`src/rtl/swfc_pkg.sv`:
```
package swfc_pkg;

  // Number of programmable special codes: index 0 XON1, 1 XON2, 2 XOFF1, 3 XOFF2
  localparam int unsigned NUM_SPC = 4;
  // Event bits recorded in the status byte: four codes, break, address
  localparam int unsigned NUM_EV  = NUM_SPC + 2;
  localparam int unsigned IDX_BRK = NUM_SPC;
  localparam int unsigned IDX_ADR = NUM_SPC + 1;

  localparam logic [NUM_SPC-1:0] RESUME_MASK = 4'b0011;
  localparam logic [NUM_SPC-1:0] PAUSE_MASK  = 4'b1100;

  typedef enum logic [1:0] {
    FC_NONE  = 2'b00,
    FC_PAIR2 = 2'b01,
    FC_PAIR1 = 2'b10,
    FC_BOTH  = 2'b11
  } fc_sel_e;

  // Selector bit 1 enables pair 1 (indices 0 and 2), bit 0 enables pair 2 (1 and 3)
  function automatic logic [NUM_SPC-1:0] pair_mask(input logic [1:0] sel);
    pair_mask = {sel[0], sel[1], sel[0], sel[1]};
  endfunction

endpackage

```
`src/rtl/swfc_char_match.sv`:
```
module swfc_char_match
  import swfc_pkg::*;
#(
  parameter int unsigned CHAR_W = 8
) (
  input  logic                      rx_valid_i,
  input  logic                      rx_addr_i,
  input  logic [CHAR_W-1:0]         rx_char_i,
  input  logic [NUM_SPC*CHAR_W-1:0] codes_i,
  input  logic [1:0]                sel_i,
  output logic [NUM_SPC-1:0]        hit_o
);

  logic [NUM_SPC-1:0] raw_eq;

  generate
    for (genvar g = 0; g < NUM_SPC; g++) begin : g_cmp
      assign raw_eq[g] = (rx_char_i == codes_i[g*CHAR_W +: CHAR_W]);
    end
  endgenerate

  always_comb begin
    if (rx_valid_i && !rx_addr_i) begin
      hit_o = raw_eq & pair_mask(sel_i);
    end else begin
      hit_o = '0;
    end
  end

endmodule

```
`src/rtl/swfc_halt_ctl.sv`:
```
module swfc_halt_ctl (
  input  logic clk,
  input  logic rst_n,
  input  logic fc_on_i,
  input  logic resume_hit_i,
  input  logic pause_hit_i,
  output logic halt_o
);

  logic halt_q;
  logic halt_d;
  logic halt_en;

  always_comb begin
    halt_en = !fc_on_i || resume_hit_i || pause_hit_i;
    halt_d  = halt_q;
    if (!fc_on_i) begin
      halt_d = 1'b0;
    end else if (pause_hit_i) begin
      halt_d = 1'b1;
    end else if (resume_hit_i) begin
      halt_d = 1'b0;
    end
  end

  always_ff @(posedge clk or negedge rst_n) begin
    if (!rst_n) begin
      halt_q <= 1'b0;
    end else if (halt_en) begin
      halt_q <= halt_d;
    end
  end

  assign halt_o = halt_q;


  halt_set_chk: assert property (@(posedge clk) disable iff (!rst_n)
    (fc_on_i && pause_hit_i) |=> halt_o);


  halt_clr_chk: assert property (@(posedge clk) disable iff (!rst_n)
    (fc_on_i && resume_hit_i && !pause_hit_i) |=> !halt_o);


  halt_hold_chk: assert property (@(posedge clk) disable iff (!rst_n)
    (fc_on_i && !resume_hit_i && !pause_hit_i) |=> (halt_o == $past(halt_o)));


  halt_off_chk: assert property (@(posedge clk) disable iff (!rst_n)
    !fc_on_i |=> !halt_o);

endmodule

```
`src/rtl/swfc_status_reg.sv`:
```
module swfc_status_reg #(
  parameter int unsigned STAT_W = 8,
  parameter int unsigned EV_W   = 6
) (
  input  logic              clk,
  input  logic              rst_n,
  input  logic              rd_i,
  input  logic [EV_W-1:0]   ev_i,
  output logic [STAT_W-1:0] stat_o
);

  localparam int unsigned PAD_W = STAT_W - EV_W;

  logic [EV_W-1:0] flag_q;
  logic [EV_W-1:0] flag_d;
  logic            flag_en;

  always_comb begin
    flag_en = rd_i || (|ev_i);
    flag_d  = (flag_q & {EV_W{~rd_i}}) | ev_i;
  end

  always_ff @(posedge clk or negedge rst_n) begin
    if (!rst_n) begin
      flag_q <= '0;
    end else if (flag_en) begin
      flag_q <= flag_d;
    end
  end

  assign stat_o = {{PAD_W{1'b0}}, flag_q};


  rd_clear_chk: assert property (@(posedge clk) disable iff (!rst_n)
    (rd_i && (ev_i == '0)) |=> (stat_o == '0));


  ev_wins_chk: assert property (@(posedge clk) disable iff (!rst_n)
    rd_i |=> ((stat_o[EV_W-1:0] & $past(ev_i)) == $past(ev_i)));


  sticky_chk: assert property (@(posedge clk) disable iff (!rst_n)
    !rd_i |=> ((stat_o & $past(stat_o)) == $past(stat_o)));

endmodule

```
`src/rtl/swfc_monitor.sv`:
```
module swfc_monitor
  import swfc_pkg::*;
#(
  parameter int unsigned CHAR_W = 8,
  parameter int unsigned STAT_W = 8
) (
  input  logic              clk,
  input  logic              rst_n,
  input  logic              rx_valid,
  input  logic [CHAR_W-1:0] rx_char,
  input  logic              rx_addr,
  input  logic              rx_break,
  input  logic [CHAR_W-1:0] xon1_code,
  input  logic [CHAR_W-1:0] xon2_code,
  input  logic [CHAR_W-1:0] xoff1_code,
  input  logic [CHAR_W-1:0] xoff2_code,
  input  logic [1:0]        rx_fc_sel,
  input  logic [1:0]        tx_fc_sel,
  input  logic              stat_rd,
  input  logic [STAT_W-1:0] irq_en,
  output logic              tx_halt,
  output logic [STAT_W-1:0] stat_byte,
  output logic              irq,
  output logic              gen_pair1,
  output logic              gen_pair2
);

  logic [NUM_SPC*CHAR_W-1:0] codes;
  logic [NUM_SPC-1:0]        hit;
  logic                      fc_on;
  logic                      resume_hit;
  logic                      pause_hit;
  logic [NUM_EV-1:0]         ev;

  assign codes = {xoff2_code, xoff1_code, xon2_code, xon1_code};

  swfc_char_match #(
    .CHAR_W (CHAR_W)
  ) i_match (
    .rx_valid_i (rx_valid),
    .rx_addr_i  (rx_addr),
    .rx_char_i  (rx_char),
    .codes_i    (codes),
    .sel_i      (rx_fc_sel),
    .hit_o      (hit)
  );

  always_comb begin
    fc_on       = (rx_fc_sel != FC_NONE);
    resume_hit  = |(hit & RESUME_MASK);
    pause_hit   = |(hit & PAUSE_MASK);
    ev          = '0;
    ev[NUM_SPC-1:0] = hit;
    ev[IDX_BRK] = rx_break;
    ev[IDX_ADR] = rx_valid && rx_addr;
  end

  swfc_halt_ctl i_halt (
    .clk          (clk),
    .rst_n        (rst_n),
    .fc_on_i      (fc_on),
    .resume_hit_i (resume_hit),
    .pause_hit_i  (pause_hit),
    .halt_o       (tx_halt)
  );

  swfc_status_reg #(
    .STAT_W (STAT_W),
    .EV_W   (NUM_EV)
  ) i_stat (
    .clk    (clk),
    .rst_n  (rst_n),
    .rd_i   (stat_rd),
    .ev_i   (ev),
    .stat_o (stat_byte)
  );

  assign irq = |(stat_byte & irq_en);

  always_comb begin
    gen_pair1 = 1'b0;
    gen_pair2 = 1'b0;
    case (fc_sel_e'(tx_fc_sel))
      FC_NONE:  ;
      FC_PAIR2: gen_pair2 = 1'b1;
      FC_PAIR1: gen_pair1 = 1'b1;
      default: begin
        gen_pair1 = 1'b1;
        gen_pair2 = 1'b1;
      end
    endcase
  end


  addr_no_flow_chk: assert property (@(posedge clk) disable iff (!rst_n)
    (rx_valid && rx_addr && fc_on) |=> (tx_halt == $past(tx_halt)));


  addr_no_code_chk: assert property (@(posedge clk) disable iff (!rst_n)
    (rx_valid && rx_addr && !stat_rd) |=> (stat_byte[NUM_SPC-1:0] == $past(stat_byte[NUM_SPC-1:0])));


  idle_hold_chk: assert property (@(posedge clk) disable iff (!rst_n)
    (!rx_valid && fc_on) |=> (tx_halt == $past(tx_halt)));

endmodule

```
`config.mk`:
```
export PLATFORM = sky130hd
export DESIGN_NAME = swfc_monitor
export DESIGN_NICKNAME = d
export VERILOG_FILES = /design/src/rtl/swfc_pkg.sv /design/src/rtl/swfc_char_match.sv /design/src/rtl/swfc_halt_ctl.sv /design/src/rtl/swfc_status_reg.sv /design/src/rtl/swfc_monitor.sv
export SDC_FILE = /design/constraint.sdc
export NUM_CORES = 1
export LEC_CHECK = 0
export ABC_CLOCK_PERIOD_IN_PS = 800
export BUFFER_PORTS_ARGS = -buffer_cell sky130_fd_sc_hd__buf_4
export CORE_ASPECT_RATIO = 1.1
export CORE_MARGIN = 2
export CORE_UTILIZATION = 36
export CTS_BUF_LIST = sky130_fd_sc_hd__clkbuf_16
export CTS_CLUSTER_SIZE = 30
export DETAILED_ROUTE_END_ITERATION = 8
export PLACE_DENSITY = 0.77
export SLEW_MARGIN = 20
export SYNTH_ARGS = -nofsm -noshare
export SYNTH_HDL_FRONTEND = slang
export SYNTH_SLANG_ARGS = --single-unit
```
`constraint.sdc`:
```
create_clock -name clk -period 0.8 [get_ports clk]
set_input_delay 0.04 -clock clk [delete_from_list [all_inputs] [get_ports clk]]
set_output_delay 0.04 -clock clk [all_outputs]
set_load 0.005 [all_outputs]
```
==> metrics, run 1 <==
Post-Synthesis Cells 82; hold path start stat_rd; WS Path Type flip-flop to output port; clock share of power 0.448; layout cells sized above 1 0.726; crit-path cells a22oi_1, nand3_1, buf_4; worst-path fanout max 2; die area around 0.0024 mm²; Critical-path top delay cell dfrtp_1; sequential fraction of the synthesis area 0.237; Final Net Count 205; worst r2r src i_stat.flag_q[5]; outcome finished with violations; Power per Cell Area 1170 mW/mm²; Synth-to-Final Area Change 117%; startpoint types flip-flop; maximum vdd ir drop 0.911 mV; Boundary Pins 70; Hold WC Path Type input port to flip-flop; sw frac 0.228; ANT nets after route 0; global placer's final weighted congestion 0.772; Int Power 1.45 mW; max-cap viol count 0; yosys warns 0; Fin. Hold Viols 0; post-DP HPWL 1860 µm; GRT Total Usage 0.215; Die Wd 47.2 µm; Seq pwr share 0.198; routed vias/inst 4.73; r2r setup slk -0.03 ns; worst skew pair latency 0.23 ns; Leakage 0.777 nW; Vias 823; H-Tree Depth 1; Post-DP Area 0.00123 mm²; Hold Path Cell Cnt 2; DRT Pass-1 Iters 4; Crit path required time 0.76 ns; Tmin final 1.05 ns; grt ovf 0; first-pass GRT wire length 3570 µm; initial antenna violation count 0; # DRC 0; Final Max Tran Viols 0; Net Switching 0.427 mW; commonest non-fill, non-tap cells in the layout 45 x buf_4, 23 x xnor2_2, 20 x buf_6; number of I/O port buffers 61; cts bufs inserted 3; failing checks negative setup slack; CP arrival 1.01 ns; Chip Height 51.5 µm; commonest non-fill, non-tap cell in the layout buf_4; initial DRC count 2; r2r endpoint i_stat.flag_q[5]; largest net degree at the start of global routing 8; Avg Synthesized Cell Area between 9 and 10 µm²; setup slack after layout -0.246 ns; vias in the first global route 904; TritonCTS clock tree done; Starting Density 0.374; synthesized area 739 µm²; Register-to-Register Path Depth 2; core footprint 0.00198 mm²; skew final 0 ns; CTS clk-pin slew, worst paths 0.04 ns; Root Buffer clkbuf_16; number of synthesized register bits 7; diodes inserted 0; Max clock buf depth 2; CTS Sinks 7; Comb pwr share 0.354; final setup vio count 13; Netlist cell types 20; routed wire length 2350 µm; Highest Clock Rate ~0.96 GHz; WHS Endpoint i_stat.flag_q[2]; Cell Rows 17; overall power between 1.5 and 2 mW; Worst setup EP type output port; final worst path period share 1.31; utilization after layout 0.812; Routed WL per cell between 10 and 15 µm; Post-Layout Inst Area 0.00161 mm²; Worst path max stage delay roughly 0.38 ns; RSZ-0062 raised after global routing true
-- power by group through the flow --
stage / Sequential (mW) / Combinational, mW / Clock [mW]
2_1_floorplan: 0.376 / 0.266 / 0
3_3_place_gp: 0.376 / 0.497 / 0
3_5_place_dp: 0.377 / 0.506 / 0
4_1_cts: 0.371 / 0.639 / 0.847
5_1_grt: 0.373 / 0.712 / 0.873
6_report: 0.373 / 0.664 / 0.840
-- layer usage --
| layer | routed length (µm) | global-route usage | up-vias |
|---|---|---|---|
| met2 | 1340 | 0.416 | 55 |
| met4 | 91 | 0.144 | 0 |
| met3 | 218 | 0.0451 | 9 |
| li1 | - | - | 398 |
| met1 | 699 | 0.182 | 361 |
| met5 | 0 | 0 | - |
-- worst max-delay path by stage --
stage,startpoint,endpoint,depth (start not counted)
2_1_floorplan,rx_char[4],i_halt.halt_o,6
4_1_cts,i_stat.flag_q[1],irq,3
5_1_grt,i_stat.flag_q[4],irq,3
3_3_place_gp,rx_char[1],i_halt.halt_o,6
3_5_place_dp,rx_char[1],i_halt.halt_o,6
6_report,i_stat.flag_q[4],irq,3
-- synthesized netlist by cell type --
cell	number	area [µm²]
nand3_1	6	30.0
nand4_1	4	25.0
inv_1	5	18.8
nor2_1	1	3.75
a22o_1	1	8.76
xnor2_2	3	48.8
buf_6	3	33.8
or4_1	4	30.0
a31oi_1	1	6.26
o21ai_0	4	20.0
dfrtp_1	7	175
conb_1	1	3.75
a21o_1	1	7.51
xnor2_1	25	219
xor2_1	4	35.0
a22oi_1	3	22.5
buf_4	2	15.0
buf_2	2	10.0
nand3b_1	2	15.0
clkbuf_1	3	11.3
-- stage by stage --
step / instances / setup slack, ns / setup TNS, ns / hold WS, ns
2_1_floorplan: 83 / -0.320 / -1.08 / -0.256
4_1_cts: 174 / -0.248 / -1.03 / 0.0176
6_report: 174 / -0.246 / -1.15 / 0.0328
5_1_grt: 174 / -0.272 / -1.44 / 0.0456
3_5_place_dp: 166 / -0.467 / -1.78 / -0.145
3_3_place_gp: 166 / -0.402 / -1.60 / -0.147
-- final cells by class --
class,count,area [µm²]
clock buffer,3,75.1
clock inverter,1,3.75
fill,126,372
inverter,5,18.8
multi-input combinational,61,681
sequential,7,175
tap,28,35.0
timing repair buffer,69,618
-- state kept, by name (all words and copies together), names as in the netlist --
signal         cells
i_stat.flag_q      6
i_halt.halt_o      1
-- cells by family (layout without fill, tap and decap cells) --
kind of cell / count (synthesis) / after routing / share of synthesized area
xor+xnor: 32 / 32 / 0.409
simple gates: 17 / 17 / 0.140
buf+inv: 15 / 78 / 0.120
compound gates: 10 / 10 / 0.0880
flops: 7 / 7 / 0.237
other cells: 1 / 2 / 0.00507
-- worst max-delay path: cells and delay by family (launching register included) --
family | cells | cell delay [ns]
compound gates | 1 | 0.17
buf+inv | 1 | 0.14
flops | 1 | 0.38
simple gates | 1 | 0.09
-- what timing repair did --
action	in CTS	in global routing
pin swaps	20	4
buffers inserted	3	2
hold endpoints to repair	8	0
endpoints found under the setup margin	12	15
gates cloned	0	0
gates resized for setup	46	12
hold buffers	2	0
Note: power is estimated with default switching activity, not from simulation.
==> run 2: changes to the inputs <==
--- a/config.mk
+++ b/config.mk
@@ -5,7 +5,7 @@
 export SDC_FILE = /design/constraint.sdc
 export NUM_CORES = 1
 export LEC_CHECK = 0
-export ABC_CLOCK_PERIOD_IN_PS = 800
+export ABC_CLOCK_PERIOD_IN_PS = 990
 export BUFFER_PORTS_ARGS = -buffer_cell sky130_fd_sc_hd__buf_4
 export CORE_ASPECT_RATIO = 1.1
 export CORE_MARGIN = 2
@@ -14,6 +14,7 @@
 export CTS_CLUSTER_SIZE = 30
 export DETAILED_ROUTE_END_ITERATION = 8
 export PLACE_DENSITY = 0.77
+export SETUP_SLACK_MARGIN = 0.2
 export SLEW_MARGIN = 20
 export SYNTH_ARGS = -nofsm -noshare
 export SYNTH_HDL_FRONTEND = slang
==> constraint.sdc (replaced) <==
create_clock -name clk -period 0.99 [get_ports clk]
set_input_delay 0.0495 -clock clk [delete_from_list [all_inputs] [get_ports clk]]
set_output_delay 0.0495 -clock clk [all_outputs]
set_load 0.005 [all_outputs]
==> metrics, run 2 (synthesis gave the netlist of run 1 again) <==
WS Path Type flip-flop to output port; core footprint 0.00198 mm²; worst-path fanout max 2; TritonCTS clock tree done; ANT nets after route 0; startpoint types flip-flop; Worst setup EP type output port; DRT Pass-1 Iters 4; Critical-path top delay cell dfrtp_1; Tmin final 1.07 ns; first-pass GRT wire length 3650 µm; Chip Height 51.5 µm; Biggest register i_stat.flag_q; Final Max Tran Viols 0; failing checks negative setup slack; Power per Cell Area 935 mW/mm²; Cell Rows 17; vias in the first global route roughly 860; Final Net Count 202; final cell count without fillers ~170; max-cap viol count 0; final setup vio count 2; commonest non-fill, non-tap cell in the layout buf_4; Max clock buf depth 2; GRT Total Usage 0.219; maximum vdd ir drop between 0.7 and 0.8 mV; CTS Sinks 7; flip-flop count of the largest register after layout 6; initial antenna violation count 0; RSZ-0062 raised after global routing true; Vias 815; number of I/O port buffers 61; # DRC 0; post-DP HPWL 1820 µm; Buffers & Inverters on Critical Path 1; final worst path period share 1.08; setup slack after layout -0.0815 ns; cts bufs inserted 3; grt ovf 0; crit-path cells a22oi_2, nand3_1, buf_4; layout cells sized above 1 0.727; routed vias/inst between 4 and 5; Leakage between 0.7 and 0.8 nW; Hold WC Path Type input port to flip-flop; Post-Layout Inst Area 0.00164 mm²; Post-DP Area around 0.0012 mm²; diodes inserted 0; global placer's final weighted congestion 0.783; CTS clk-pin slew, worst paths 0.04 ns; skew final 0 ns; dpl cells 162; Root Buffer clkbuf_16; worst skew pair latency 0.23 ns; H-Tree Depth 1; Synth-to-Final Area Change 122%; die area 0.00243 mm²; CP arrival 1.02 ns; Crit path required time 0.94 ns; commonest non-fill, non-tap cells in the layout 38 x buf_4, 26 x xnor2_2, 22 x buf_6; critical path's top delay family flip-flops; Boundary Pins 70; Die Wd approximately 47 µm; Fin. Hold Viols 0; outcome finished with violations; Routed WL per cell 14.1 µm; Highest Clock Rate 0.933 GHz; routed wire length between 2000 and 2500 µm; Starting Density 0.374; largest net degree at the start of global routing 8; overall power 1.54 mW; Worst path max stage delay a little under 0.4 ns; initial DRC count 4; hold_ws 0.00154 ns
run 2: final timing paths:
check	startpoint	to	slack, ns	depth (start not counted)
setup reg to reg	i_stat.flag_q[1]	i_stat.flag_q[1]	0.23	3
min in group asynchronous	rst_n	i_stat.flag_q[3]	0.17	2
hold reg to reg	i_stat.flag_q[4]	i_stat.flag_q[4]	0.53	1
hold / removal	rx_break	i_stat.flag_q[4]	0.002	2
setup / recovery	i_stat.flag_q[3]	irq	-0.08	3
max in group asynchronous	rst_n	i_stat.flag_q[1]	0.69	2
run 2: cell type report:
type,count,area [µm²]
Multi-Input combinational cell,61,693
Clock inverter,1,3.75
Tap cell,28,35.0
Timing Repair Buffer,66,643
Clock buffer,3,75.1
Sequential cell,7,175
Inverter,5,18.8
Fill cell,117,334
run 2: routing by layer:
metal  global-route usage  part of all wire  vias up
met4                0.134             0.029        0
li1                     -                 -      395
met5                    0                 0        -
met2                0.400              0.56       56
met3               0.0417             0.082        7
met1                0.214              0.33      357
run 2: metrics by stage:
step                setup slack, ns  TNS (ns)   util
floorplan                    -0.140    -0.180      -
global placement             -0.225    -0.676  0.605
detailed placement           -0.268    -0.875  0.605
CTS                         -0.0713   -0.0713  0.777
global route                 -0.118    -0.161  0.831
finish                      -0.0815   -0.0820  0.831
run 2: where the power goes:
part / switching [mW] / total (mW) / internal [mW]
clock network: 0.156 / 0.682 / 0.525
logic: 0.187 / 0.553 / 0.366
registers: 0.00728 / 0.302 / 0.295
total: 0.351 / 1.54 / 1.19
run 2: what timing repair did:
item                                    4_1_cts  5_1_grt
gates cloned                                  0        0
hold buffers                                  1        0
endpoints found under the setup margin       13       13
pin swaps                                    22       14
hold endpoints to repair                      7        0
resized for setup                            45       23
setup buffers                                 4        0
